### config.mk
export PLATFORM = sky130hd
export DESIGN_NAME = ctx_stack_seq
export DESIGN_NICKNAME = d
export VERILOG_FILES = /design/src/rtl/ctx_stack_pkg.sv /design/src/rtl/ctx_cmd_decode.sv /design/src/rtl/ctx_sp_unit.sv /design/src/rtl/ctx_restore_bank.sv /design/src/rtl/ctx_stack_seq.sv
export SDC_FILE = /design/constraint.sdc
export NUM_CORES = 1
export LEC_CHECK = 0
export BUFFER_PORTS_ARGS = -buffer_cell sky130_fd_sc_hd__buf_2
export CORE_MARGIN = 2
export CORE_UTILIZATION = 45
export CTS_BUF_LIST = sky130_fd_sc_hd__clkbuf_8
export CTS_CLUSTER_SIZE = 28
export DETAILED_ROUTE_END_ITERATION = 8
export PLACE_DENSITY = 0.68
export SYNTH_ARGS = -nofsm -noshare
export SYNTH_HDL_FRONTEND = slang
export SYNTH_SLANG_ARGS = --single-unit
### constraint.sdc
create_clock -name clk -period 4.2 [get_ports clk]
set_input_delay 0 -clock clk [delete_from_list [all_inputs] [get_ports clk]]
set_output_delay 0 -clock clk [all_outputs]
set_load 0.03 [all_outputs]
### src/rtl/ctx_stack_pkg.sv
package ctx_stack_pkg;

    localparam int BYTE_W      = 8;
    localparam int WORD_W      = 2 * BYTE_W;
    localparam int FRAME_BYTES = 9;
    localparam int SLOT_W      = $clog2(FRAME_BYTES + 1);

    // frame slot numbering = order of bytes in a full save
    localparam logic [SLOT_W-1:0] SL_RET_LO = 4'd0;
    localparam logic [SLOT_W-1:0] SL_IY_LO  = 4'd2;
    localparam logic [SLOT_W-1:0] SL_IX_LO  = 4'd4;
    localparam logic [SLOT_W-1:0] SL_A      = 4'd6;
    localparam logic [SLOT_W-1:0] SL_B      = 4'd7;

    typedef enum logic [3:0] {
        OP_NOP  = 4'd0,  OP_CALL = 4'd1,  OP_RETS = 4'd2,  OP_INTR = 4'd3,
        OP_RETI = 4'd4,  OP_WAIT = 4'd5,  OP_PSHA = 4'd6,  OP_PSHB = 4'd7,
        OP_PSHX = 4'd8,  OP_PSHY = 4'd9,  OP_PULA = 4'd10, OP_PULB = 4'd11,
        OP_PULX = 4'd12, OP_PULY = 4'd13
    } op_e;

    typedef enum logic [1:0] {
        ST_IDLE = 2'd0,
        ST_XFER = 2'd1,
        ST_PARK = 2'd2
    } state_e;

    typedef struct packed {
        logic              ok;    // legal command
        logic              push;  // 1 = save, 0 = restore
        logic [SLOT_W-1:0] base;  // first slot of the run
        logic [SLOT_W-1:0] len;   // number of bytes
        logic              park;  // hold for irq after save
        logic              vec;   // request vector on completion
    } plan_t;

    typedef logic [FRAME_BYTES-1:0][BYTE_W-1:0] frame_t;

    function automatic plan_t mk_plan(logic push, logic [SLOT_W-1:0] base,
                                      logic [SLOT_W-1:0] len, logic park, logic vec);
        plan_t p;
        p.ok   = 1'b1;
        p.push = push;
        p.base = base;
        p.len  = len;
        p.park = park;
        p.vec  = vec;
        return p;
    endfunction

    function automatic plan_t plan_of(logic [3:0] code);
        plan_t p;
        p = '0;
        case (op_e'(code))
            OP_CALL: p = mk_plan(1'b1, SL_RET_LO, 4'd2, 1'b0, 1'b0);
            OP_RETS: p = mk_plan(1'b0, SL_RET_LO, 4'd2, 1'b0, 1'b0);
            OP_INTR: p = mk_plan(1'b1, SL_RET_LO, 4'd9, 1'b0, 1'b1);
            OP_RETI: p = mk_plan(1'b0, SL_RET_LO, 4'd9, 1'b0, 1'b0);
            OP_WAIT: p = mk_plan(1'b1, SL_RET_LO, 4'd9, 1'b1, 1'b1);
            OP_PSHA: p = mk_plan(1'b1, SL_A,      4'd1, 1'b0, 1'b0);
            OP_PSHB: p = mk_plan(1'b1, SL_B,      4'd1, 1'b0, 1'b0);
            OP_PSHX: p = mk_plan(1'b1, SL_IX_LO,  4'd2, 1'b0, 1'b0);
            OP_PSHY: p = mk_plan(1'b1, SL_IY_LO,  4'd2, 1'b0, 1'b0);
            OP_PULA: p = mk_plan(1'b0, SL_A,      4'd1, 1'b0, 1'b0);
            OP_PULB: p = mk_plan(1'b0, SL_B,      4'd1, 1'b0, 1'b0);
            OP_PULX: p = mk_plan(1'b0, SL_IX_LO,  4'd2, 1'b0, 1'b0);
            OP_PULY: p = mk_plan(1'b0, SL_IY_LO,  4'd2, 1'b0, 1'b0);
            default: p = '0;
        endcase
        return p;
    endfunction

    // slot touched by the k-th access: saves run upward, restores downward
    function automatic logic [SLOT_W-1:0] slot_at(plan_t p, logic [SLOT_W-1:0] k);
        if (p.push) return p.base + k;
        return p.base + p.len - 4'd1 - k;
    endfunction

endpackage

### src/rtl/ctx_cmd_decode.sv
module ctx_cmd_decode
    import ctx_stack_pkg::*;
(
    input  logic [3:0] code,
    output plan_t      plan
);
    always_comb plan = plan_of(code);
endmodule

### src/rtl/ctx_sp_unit.sv
module ctx_sp_unit #(
    parameter int                ADDR_W   = 16,
    parameter logic [ADDR_W-1:0] RESET_SP = 'h00FF
) (
    input  logic              clk,
    input  logic              rst,
    input  logic              step_dn,
    input  logic              step_up,
    output logic [ADDR_W-1:0] sp,
    output logic [ADDR_W-1:0] sp_above
);
    localparam logic [ADDR_W-1:0] ONE = {{(ADDR_W-1){1'b0}}, 1'b1};

    assign sp_above = sp + ONE;

    always_ff @(posedge clk) begin
        if (rst)          sp <= RESET_SP;
        else if (step_dn) sp <= sp - ONE;
        else if (step_up) sp <= sp_above;
    end
endmodule

### src/rtl/ctx_restore_bank.sv
module ctx_restore_bank
    import ctx_stack_pkg::*;
(
    input  logic              clk,
    input  logic              rst,
    input  logic              cap_en,
    input  logic [SLOT_W-1:0] cap_slot,
    input  logic [BYTE_W-1:0] cap_byte,
    input  logic              commit,
    input  logic [SLOT_W-1:0] run_base,
    input  logic [SLOT_W-1:0] run_len,
    output frame_t            shown
);
    frame_t    shadow;
    logic [SLOT_W:0] run_end;

    assign run_end = {1'b0, run_base} + {1'b0, run_len};

    for (genvar i = 0; i < FRAME_BYTES; i++) begin : g_slot
        localparam logic [SLOT_W:0] MY = (SLOT_W+1)'(i);
        logic hit, in_run;
        assign hit    = cap_en && ({1'b0, cap_slot} == MY);
        assign in_run = ({1'b0, run_base} <= MY) && (MY < run_end);

        always_ff @(posedge clk) begin
            if (rst) begin
                shadow[i] <= '0;
                shown[i]  <= '0;
            end else begin
                if (hit) shadow[i] <= cap_byte;
                if (commit && in_run) shown[i] <= hit ? cap_byte : shadow[i];
            end
        end
    end
endmodule

### src/rtl/ctx_stack_seq.sv
module ctx_stack_seq
    import ctx_stack_pkg::*;
#(
    parameter int                ADDR_W   = 16,
    parameter logic [ADDR_W-1:0] RESET_SP = 'h00FF
) (
    input  logic              clk,
    input  logic              rst,
    input  logic              cmd_valid,
    input  logic [3:0]        cmd_op,
    input  logic [15:0]       ret_addr_in,
    input  logic [15:0]       ix_in,
    input  logic [15:0]       iy_in,
    input  logic [7:0]        acca_in,
    input  logic [7:0]        accb_in,
    input  logic [7:0]        ccr_in,
    input  logic              irq,
    output logic              mem_req,
    output logic              mem_we,
    output logic [ADDR_W-1:0] mem_addr,
    output logic [7:0]        mem_wdata,
    input  logic [7:0]        mem_rdata,
    input  logic              mem_gnt,
    output logic              busy,
    output logic              done,
    output logic              vec_req,
    output logic [ADDR_W-1:0] sp_out,
    output logic [15:0]       ret_addr_out,
    output logic [15:0]       ix_out,
    output logic [15:0]       iy_out,
    output logic [7:0]        acca_out,
    output logic [7:0]        accb_out,
    output logic [7:0]        ccr_out
);
    state_e            state;
    plan_t             plan_d, plan_q;
    logic [SLOT_W-1:0] idx_q, slot_cur;
    frame_t            save_buf, shown;
    logic              done_q, vec_q;
    logic              accept, fire, last;
    logic [ADDR_W-1:0] sp, sp_above;

    ctx_cmd_decode u_dec (.code(cmd_op), .plan(plan_d));

    assign accept   = (state == ST_IDLE) && cmd_valid && plan_d.ok;
    assign fire     = (state == ST_XFER) && mem_gnt;
    assign last     = (idx_q == plan_q.len - 4'd1);
    assign slot_cur = slot_at(plan_q, idx_q);

    ctx_sp_unit #(.ADDR_W(ADDR_W), .RESET_SP(RESET_SP)) u_sp (
        .clk      (clk),
        .rst      (rst),
        .step_dn  (fire && plan_q.push),
        .step_up  (fire && !plan_q.push),
        .sp       (sp),
        .sp_above (sp_above)
    );

    ctx_restore_bank u_bank (
        .clk      (clk),
        .rst      (rst),
        .cap_en   (fire && !plan_q.push),
        .cap_slot (slot_cur),
        .cap_byte (mem_rdata),
        .commit   (fire && !plan_q.push && last),
        .run_base (plan_q.base),
        .run_len  (plan_q.len),
        .shown    (shown)
    );

    always_ff @(posedge clk) begin
        if (rst) begin
            state    <= ST_IDLE;
            plan_q   <= '0;
            idx_q    <= '0;
            save_buf <= '0;
            done_q   <= 1'b0;
            vec_q    <= 1'b0;
        end else begin
            done_q <= 1'b0;
            vec_q  <= 1'b0;
            case (state)
                ST_IDLE: if (accept) begin
                    state    <= ST_XFER;
                    plan_q   <= plan_d;
                    idx_q    <= '0;
                    save_buf <= {ccr_in, accb_in, acca_in,
                                 ix_in[15:8], ix_in[7:0],
                                 iy_in[15:8], iy_in[7:0],
                                 ret_addr_in[15:8], ret_addr_in[7:0]};
                end
                ST_XFER: if (mem_gnt) begin
                    if (last) begin
                        state  <= plan_q.park ? ST_PARK : ST_IDLE;
                        done_q <= !plan_q.park;
                        vec_q  <= plan_q.vec && !plan_q.park;
                    end else begin
                        idx_q <= idx_q + 4'd1;
                    end
                end
                ST_PARK: if (irq) begin
                    state  <= ST_IDLE;
                    done_q <= 1'b1;
                    vec_q  <= 1'b1;
                end
                default: state <= ST_IDLE;
            endcase
        end
    end

    assign mem_req   = (state == ST_XFER);
    assign mem_we    = mem_req && plan_q.push;
    assign mem_addr  = plan_q.push ? sp : sp_above;
    assign mem_wdata = save_buf[slot_cur];

    assign busy    = (state != ST_IDLE);
    assign done    = done_q;
    assign vec_req = vec_q;
    assign sp_out  = sp;

    assign ret_addr_out = {shown[1], shown[0]};
    assign iy_out       = {shown[3], shown[2]};
    assign ix_out       = {shown[5], shown[4]};
    assign acca_out     = shown[6];
    assign accb_out     = shown[7];
    assign ccr_out      = shown[8];
endmodule

== Word-level counts from Yosys, hierarchy flattened ==
Memory sizes are Yosys's and may differ from the RTL's.
Index checks and enable logic that the tools add are counted.

* Reductions and logical operators: 45
* Muxes and demuxes: 34
* Equality and inequality tests: 16
* Add/subtract/negate cells: 9
* $lt $le $gt $ge: 19

{| class="wikitable"
|+ Operators with widths
! cell !! number
|-
| $mux 8 || 10
|-
| $mux 16 || 3
|-
| $logic_and 1x1->1 || 35
|-
| $bmux 8 s4 || 1
|-
| $lt 3x5->1 const A || 4
|-
| $mux 4 || 5
|-
| $add 16x1->16 const B || 1
|-
| $eq 4x3->1 const B || 4
|-
| $le 4x3->1 const B || 4
|-
| $sub 16x1->16 const B || 1
|-
| $lt 1x5->1 const A || 2
|-
| $lt 2x5->1 const A || 2
|-
| $mux 2 || 5
|-
| $add 4x4->4 || 2
|-
| $eq 4x2->1 const B || 2
|-
| $le 4x1->1 const B || 2
|-
| $le 4x2->1 const B || 2
|-
| $pmux 4 s2 || 1
|-
| $reduce_and 4->1 || 2
|-
| $sub 4x1->4 const B || 2
|-
| $mux 1 || 6
|-
| $ne 2x2->1 const B || 3
|-
| $pmux 2 s3 || 1
|-
| $reduce_bool 2->1 || 3
|-
| other kinds (17) || 20
|}

* Memories kept: 1
* Output and inout bits: 117
* Memory bits (read-only): 160
* Register bits after elaboration: 251
* Bits of input ports: 89
* Logic and storage cells: 161

{| class="wikitable"
|+ Memory list
! name !! words !! bits a word !! read ports !! clocked after Yosys merged registers in !! write ports !! line !! text
|-
| (name not given) || 16 || 10 || 1 || 0 || 0 || ctx_stack_pkg.sv:54 || <nowiki>case (op_e'(code))</nowiki>
|}

== Longest topological paths before layout ==
* Depth in word-level cells: 7
* Gate-level depth with buffers: 13
* Depth with buffers taken out: 11

== Cells and area by module ==
Synthesis repeated with hierarchy kept, for this count alone.

* Cell total of the unflattened synthesis: 1,345
* Area total of the unflattened synthesis: 11,782.6 um^2

{| class="wikitable"
|+ Modules (own cells, without submodules)
! module !! cells an instance !! area an instance (um^2) !! times used !! seq. area each (um^2)
|-
| ctx_restore_bank || 536 || 5,750.5 || 1 || 2,882.8
|-
| ctx_stack_seq || 616 || 4,555.6 || 1 || 1,821.7
|-
| ctx_sp_unit || 158 || 1,252.5 || 1 || 320.3
|-
| ctx_cmd_decode || 35 || 224.0 || 1 || 0.0
|}

== Least setup slack after synthesis ==
No wires, ideal clock.

* Path kind: register to register
* Start: reg plan_q[7] (netlist name)
* End: reg u_bank.shown[55] (netlist name)
* Buffers on the path: 2
* Data required time: 4,068 ps
* Arrival: 3,113 ps
* Clock period less this slack: 3,244 ps
* Setup slack: 956 ps
* Library setup time: 132 ps
* Stages on the path, launching flop included: 14
* Path through: dfxtp_1 -> inv_1 -> fa_1 -> inv_1 -> ha_1 -> inv_1 -> fa_1 -> xor2_1 -> xnor2_1 -> buf_6 -> or4_1 -> buf_2 -> mux2i_1 -> a21oi_1

* Cells in the longest elaborated chain, start to end: 7
* Elaborated cells on any way between the ends: 14
* Those cells by class: 5 x add/sub; 2 x order compare; 1 x eq/ne; 3 x mux; 3 x reduce/logical

{| class="wikitable"
|+ RTL lines
! what !! line !! text
|-
| from (decl) || ctx_stack_seq.sv:36 || <nowiki>plan_t plan_d, plan_q;</nowiki>
|-
| from (signal assigned) || ctx_stack_seq.sv:85 || <nowiki>plan_q <= plan_d;</nowiki>
|-
| $add 4x4->4 || ctx_stack_pkg.sv:76 || <nowiki>return p.base + p.len - 4'd1 - k;</nowiki>
|-
| $sub 4x1->4 || ctx_stack_pkg.sv:76 ||
|-
| $sub 4x4->4 || ctx_stack_pkg.sv:76 ||
|-
| $mux 4 || ctx_stack_pkg.sv:76 ||
|-
| $eq 4x3->1 || ctx_restore_bank.sv:22 || <nowiki>assign hit = cap_en && ({1'b0, cap_slot} == MY);</nowiki>
|-
| $logic_and 1x1->1 || ctx_restore_bank.sv:22 ||
|-
| $mux 8 || -- ||
|-
| to (signal, indexed assignment) || ctx_restore_bank.sv:31 || <nowiki>if (commit && in_run) shown[i] <= hit ? cap_byte : shadow[i];</nowiki>
|-
| to (decl) || ctx_restore_bank.sv:12 || <nowiki>output frame_t shown</nowiki>
|}

Several ways; a longest one is shown, not always the timed one. The select of a mux whose other input is x is not followed.
A chain may end at the register's enable or synchronous reset.

== Final worst setup path ==
* Start: reg plan_q[6] (netlist name)
* End: reg u_bank.shadow[55] (netlist name)

* Cells in the longest elaborated chain, start to end: 7
* Elaborated cells on any way between the ends: 9
* Those cells by class: 4 x add/sub; 1 x eq/ne; 3 x mux; 1 x reduce/logical

{| class="wikitable"
|+ RTL lines
! what !! line !! text
|-
| $add 4x4->4 || ctx_stack_pkg.sv:76 ||
|-
| $sub 4x1->4 || ctx_stack_pkg.sv:76 ||
|-
| $sub 4x4->4 || ctx_stack_pkg.sv:76 ||
|-
| $mux 4 * || ctx_stack_pkg.sv:76 ||
|-
| $eq 4x3->1 * || ctx_restore_bank.sv:22 ||
|-
| $logic_and 1x1->1 * || ctx_restore_bank.sv:22 ||
|-
| $mux 8 * || -- ||
|-
| to (signal, indexed assignment) || ctx_restore_bank.sv:30 || <nowiki>if (hit) shadow[i] <= cap_byte;</nowiki>
|-
| to (decl) || ctx_restore_bank.sv:14 || <nowiki>frame_t shadow;</nowiki>
|}

Every way passes the cells marked *; elsewhere a longest branch is shown, timed or not. The select of a mux whose other input is x is not followed.

==> metrics.txt <==
# TYPE chip_impl_metric gauge
chip_impl_metric{name="grt_max_degree",unit=""} 108
chip_impl_info{name="mostFrequentLayoutCell",value="sky130_fd_sc_hd__dfxtp_1"} 1
chip_impl_metric{name="worst-endpoint-required",unit="ns"} 4.62
chip_impl_metric{name="p_int",unit="mW"} 4.26
chip_impl_metric{name="post-cts-setup-buffer-count",unit=""} 0
chip_impl_metric{name="dr.pass1.iters",unit=""} 5
chip_impl_info{name="worst_r2r_endpoint",value="u_bank.shadow[55]"} 1
chip_impl_metric{name="n_antenna_cell",unit=""} 0
chip_impl_metric{name="timing.critical_path.depth",unit=""} 13
chip_impl_metric{name="final_util",unit=""} 0.573
chip_impl_metric{name="worst_path_largest_cell_delay",unit="ns"} 0.66
chip_impl_metric{name="setup_total_negative_slack",unit="ns"} 0
chip_impl_info{name="cts_tree",value="built"} 1
chip_impl_metric{name="worst-slew-pin-transition",unit="ns"} 1.16
chip_impl_metric{name="fmax",unit="MHz"} 264
chip_impl_metric{name="via_count",unit=""} 9618
chip_impl_metric{name="synth_seq_area_share",unit=""} 0.455
chip_impl_metric{name="std_cell_rows",unit=""} 57
chip_impl_info{name="rr_startpoint",value="plan_q[6]"} 1
chip_impl_metric{name="finalCritPeriodShare",unit=""} 0.903
chip_impl_metric{name="cts-root-to-sink-buffers",unit=""} 3
chip_impl_metric{name="syn_avg_cell_area",unit="um2"} 9.05
chip_impl_info{name="timing_worst_setup_path_type",value="flip-flop to flip-flop"} 1
chip_impl_metric{name="finClkSkew",unit="ns"} 0.0165
chip_impl_metric{name="grt_antenna_before_repair",unit=""} 0
chip_impl_metric{name="hold_path_depth",unit=""} 6
chip_impl_metric{name="p_sw",unit="mW"} 2.28
chip_impl_metric{name="max-vdd-ir-drop",unit="V"} 0.000350
chip_impl_info{name="rsz0062_at_grt",value="no"} 1
chip_impl_metric{name="power.clock.fraction",unit=""} 0.310
chip_impl_metric{name="total_routing_usage_gr",unit=""} 0.227
chip_impl_metric{name="grt_pass1_wl",unit="um"} 48000
chip_impl_metric{name="final.min_clock_period",unit="ns"} 3.79
chip_impl_metric{name="tritoncts.num_buffers",unit=""} 41
chip_impl_metric{name="finalMaxSlewViolations",unit=""} 0
chip_impl_info{name="timing.critical_path.slowest_stage_cell",value="sky130_fd_sc_hd__or4_4"} 1
chip_impl_metric{name="place.port_buffers",unit=""} 205
chip_impl_metric{name="worstSkewPairLatency",unit="ns"} 0.54
chip_impl_metric{name="layout-drive-gt1-share",unit=""} 0.218
chip_impl_metric{name="floorplan.die.width",unit="um"} 160
chip_impl_info{name="timing.critical_path.cells",value="inv_1, fa_1, inv_1, ha_1, inv_1, fa_1, xor2_1, xnor2_1, buf_4, or4_4, mux2i_1, nor2_1, dlygate4sd3_1"} 1
chip_impl_metric{name="max_cap_viols",unit=""} 0
chip_impl_metric{name="share_comb_of_total_power",unit=""} 0.288
chip_impl_info{name="critical_path_startpoint_category",value="flip-flop"} 1
chip_impl_metric{name="cp_num_buf_inv",unit=""} 5
chip_impl_metric{name="sequentialPowerShare",unit=""} 0.402
chip_impl_metric{name="synth.distinct_cells",unit=""} 69
chip_impl_metric{name="drt-vias-per-instance",unit=""} 5.29
chip_impl_metric{name="synth_top_area_share",unit=""} 0.455
chip_impl_metric{name="synth_mux_area_frac",unit=""} 0.106
chip_impl_metric{name="area_delta_synth_final",unit="%"} 26.2
chip_impl_metric{name="netlist_area",unit="mm2"} 0.0110
chip_impl_metric{name="reg2reg_depth",unit=""} 13
chip_impl_metric{name="post_synth_and_or_nand_nor_area_fraction",unit=""} 0.179
chip_impl_metric{name="critical_path_arrival",unit="ns"} 4.21
chip_impl_metric{name="post-dp-hpwl",unit="um"} 18600
chip_impl_info{name="synthDominantAreaCellType",value="sky130_fd_sc_hd__dfxtp_1"} 1
chip_impl_info{name="largest_family_of_logic_cells_by_synthesized_area",value="simple AND/OR/NAND/NOR gates"} 1
chip_impl_metric{name="fp.dieH",unit="um"} 160
chip_impl_info{name="critical_path.endpoint_type",value="flip-flop"} 1
chip_impl_metric{name="layout.cell_area.non_filler",unit="mm2"} 0.0138
chip_impl_metric{name="powerDensity",unit="mW/mm2"} 473
chip_impl_info{name="worst_hold_startpoint",value="cmd_op[0]"} 1
chip_impl_metric{name="synth_compound_area_frac",unit=""} 0.153
chip_impl_metric{name="netSwitchingFraction",unit=""} 0.349
chip_impl_metric{name="die_area",unit="mm2"} 0.0256
chip_impl_info{name="ys.flop_type",value="sky130_fd_sc_hd__dfxtp_1"} 1
chip_impl_metric{name="grt_pass1_vias",unit=""} 9453
chip_impl_metric{name="post_synth_fa_ha_maj_area_fraction",unit=""} 0.0297
chip_impl_metric{name="detail-route-antenna-nets",unit=""} 0
chip_impl_metric{name="dpl_cell_area",unit="mm2"} 0.0121
chip_impl_metric{name="drt_wirelength",unit="um"} 29600
chip_impl_metric{name="final_nets",unit=""} 1582
chip_impl_metric{name="timing.final.setup_violations",unit=""} 0
chip_impl_metric{name="hold_violations",unit=""} 0
chip_impl_metric{name="gp_routability_congestion",unit=""} 0.801
chip_impl_info{name="outcome",value="finished, final reports clean"} 1
chip_impl_metric{name="core",unit="mm2"} 0.0241
chip_impl_metric{name="timing.critical_path.fanout_max",unit=""} 12
chip_impl_metric{name="ioPinCount",unit=""} 206
chip_impl_metric{name="cts_h_tree_depth",unit=""} 2
chip_impl_metric{name="synth-edff-count",unit=""} 0
chip_impl_metric{name="routedWlPerCell",unit="um"} 16.3
chip_impl_metric{name="syn-num-nets",unit=""} 1322
chip_impl_metric{name="detail_route.drc_violations",unit=""} 0
chip_impl_metric{name="power_leakage",unit="nW"} 5.81
chip_impl_metric{name="cts.sinks",unit=""} 249
chip_impl_metric{name="worst_slew_margin_rel",unit=""} 0.220
chip_impl_metric{name="timing.reg2reg.setup_slack",unit="ns"} 0.41
chip_impl_info{name="worst_path_most_repeated_cell",value="sky130_fd_sc_hd__inv_1"} 1
chip_impl_metric{name="netlist_instances",unit=""} 1210
chip_impl_info{name="holdPathEnd",value="plan_q[8]"} 1
chip_impl_metric{name="clk_pin_slew_worst_paths",unit="ns"} 0.06
chip_impl_info{name="critPathTopFamily",value="buffers and inverters"} 1
chip_impl_metric{name="grt_overflow",unit=""} 0
chip_impl_metric{name="drt_iter0_markers",unit=""} 676
chip_impl_metric{name="post_synth_xor_area_fraction",unit=""} 0.0311
chip_impl_info{name="post_synth_main_area_contributors",value="sky130_fd_sc_hd__dfxtp_1 (46%), sky130_fd_sc_hd__mux2i_1 (7.2%), sky130_fd_sc_hd__nand2_1 (6.2%), sky130_fd_sc_hd__a21oi_1 (5.6%), sky130_fd_sc_hd__nor2_1 (4.8%)"} 1
chip_impl_metric{name="synth.ff_latch_count",unit=""} 249
chip_impl_metric{name="postSynth.asyncResetShare",unit=""} 0
chip_impl_info{name="layout.cells.most_common_list",value="sky130_fd_sc_hd__dfxtp_1 (248), sky130_fd_sc_hd__buf_2 (204), sky130_fd_sc_hd__nand2_1 (182)"} 1
chip_impl_info{name="clock_tree.root_cell",value="sky130_fd_sc_hd__clkbuf_8"} 1
chip_impl_metric{name="initial_core_util",unit=""} 0.454
chip_impl_metric{name="synth_warnings",unit=""} 0
chip_impl_info{name="hp-class",value="input port to flip-flop"} 1
[through the flow]
| step | hold slack, ns | cells | setup WS (ns) | total power [mW] |
|---|---|---|---|---|
| final | 0.0374 | 1819 | 0.408 | 6.53 |
| after detailed placement | 0.245 | 1662 | 0.514 | 4.48 |
| after global placement | 0.245 | 1662 | 0.581 | 4.47 |
| after floorplan | 0.133 | 1210 | 0.956 | 4.00 |
| after global routing | 0.0605 | 1819 | 0.189 | 6.87 |
| after CTS | 0.00895 | 1819 | 0.0350 | 6.58 |
[flip-flops by register name, summed over array words and instances, names as in the netlist]
signal	count
plan_q	9
done	1
u_sp.sp	16
idx_q	4
vec_req	1
state	2
u_bank.shadow	72
save_buf	72
u_bank.shown	72
[worst max path at each step]
stage	start	endpoint
final	plan_q[6]	u_bank.shadow[55]
after global routing	plan_q[7]	u_bank.shadow[55]
after CTS	plan_q[7]	u_bank.shadow[55]
after detailed placement	plan_q[7]	u_bank.shown[26]
after global placement	plan_q[7]	u_bank.shown[27]
after floorplan	plan_q[7]	u_bank.shown[55]
[cell families (layout without fill, tap and decap cells)]
group                      after synthesis  in the layout
and+or+nand+nor                        422            422
AOI/OAI and AO/OA                      259            259
DFF                                    249            249
buffers and inverters                  123            408
muxes                                   96             96
xor gates and xnor gates                38             38
adders and majority gates               23             23
[final cells by class]
cell class	count	area (um2)
clock inverter	17	80.1
inverter	29	109
tap	324	405
clock buffer	51	702
timing repair buffer	311	2050
multi-input combinational	838	5490
fill	2131	10300
sequential	249	4990
[power by group through the flow]
stage	Combinational (mW)	Clock [mW]	Sequential (mW)
6_report	1.88	2.03	2.62
5_1_grt	2.04	2.19	2.64
4_1_cts	1.88	2.07	2.62
3_5_place_dp	1.81	0	2.67
3_3_place_gp	1.80	0	2.67
2_1_floorplan	1.35	0	2.65
[worst min-delay path: cells and delay by family]
family / cells / cell delay [ns]
buffers and inverters: 2 / 0.18
AND/OR/NAND/NOR: 2 / 0.12
AO/OA/AOI/OAI: 2 / 0.21
[routing by layer]
metal  share of wire  global-route usage
met4           0.029              0.0758
met5               0                   0
met2            0.48               0.388
met1            0.43               0.288
met3           0.061              0.0457
[what timing repair did]
item,in CTS,in global routing
endpoints found under the hold margin,202,0
hold buffers,89,0
resized for setup,0,2
setup endpoints to repair,0,1
[cells in the mapped netlist (all sizes together) (5+ instances only)]
cell type	number
dfxtp	249
nand2	182
nor2	143
a21oi	123
mux2i	79
clkbuf	68
o21ai	42
a211oi	41
inv	28
buf	26
xnor2	20
ha	18
xor2	18
mux4	16
nor4	13
and2	12
nand3	11
o41ai	10
nor3	9
a221o	8
nand2b	8
nand4	8
o211ai	8
or4	8
fa	5
or3	5
(Power assumes the default switching activity.)
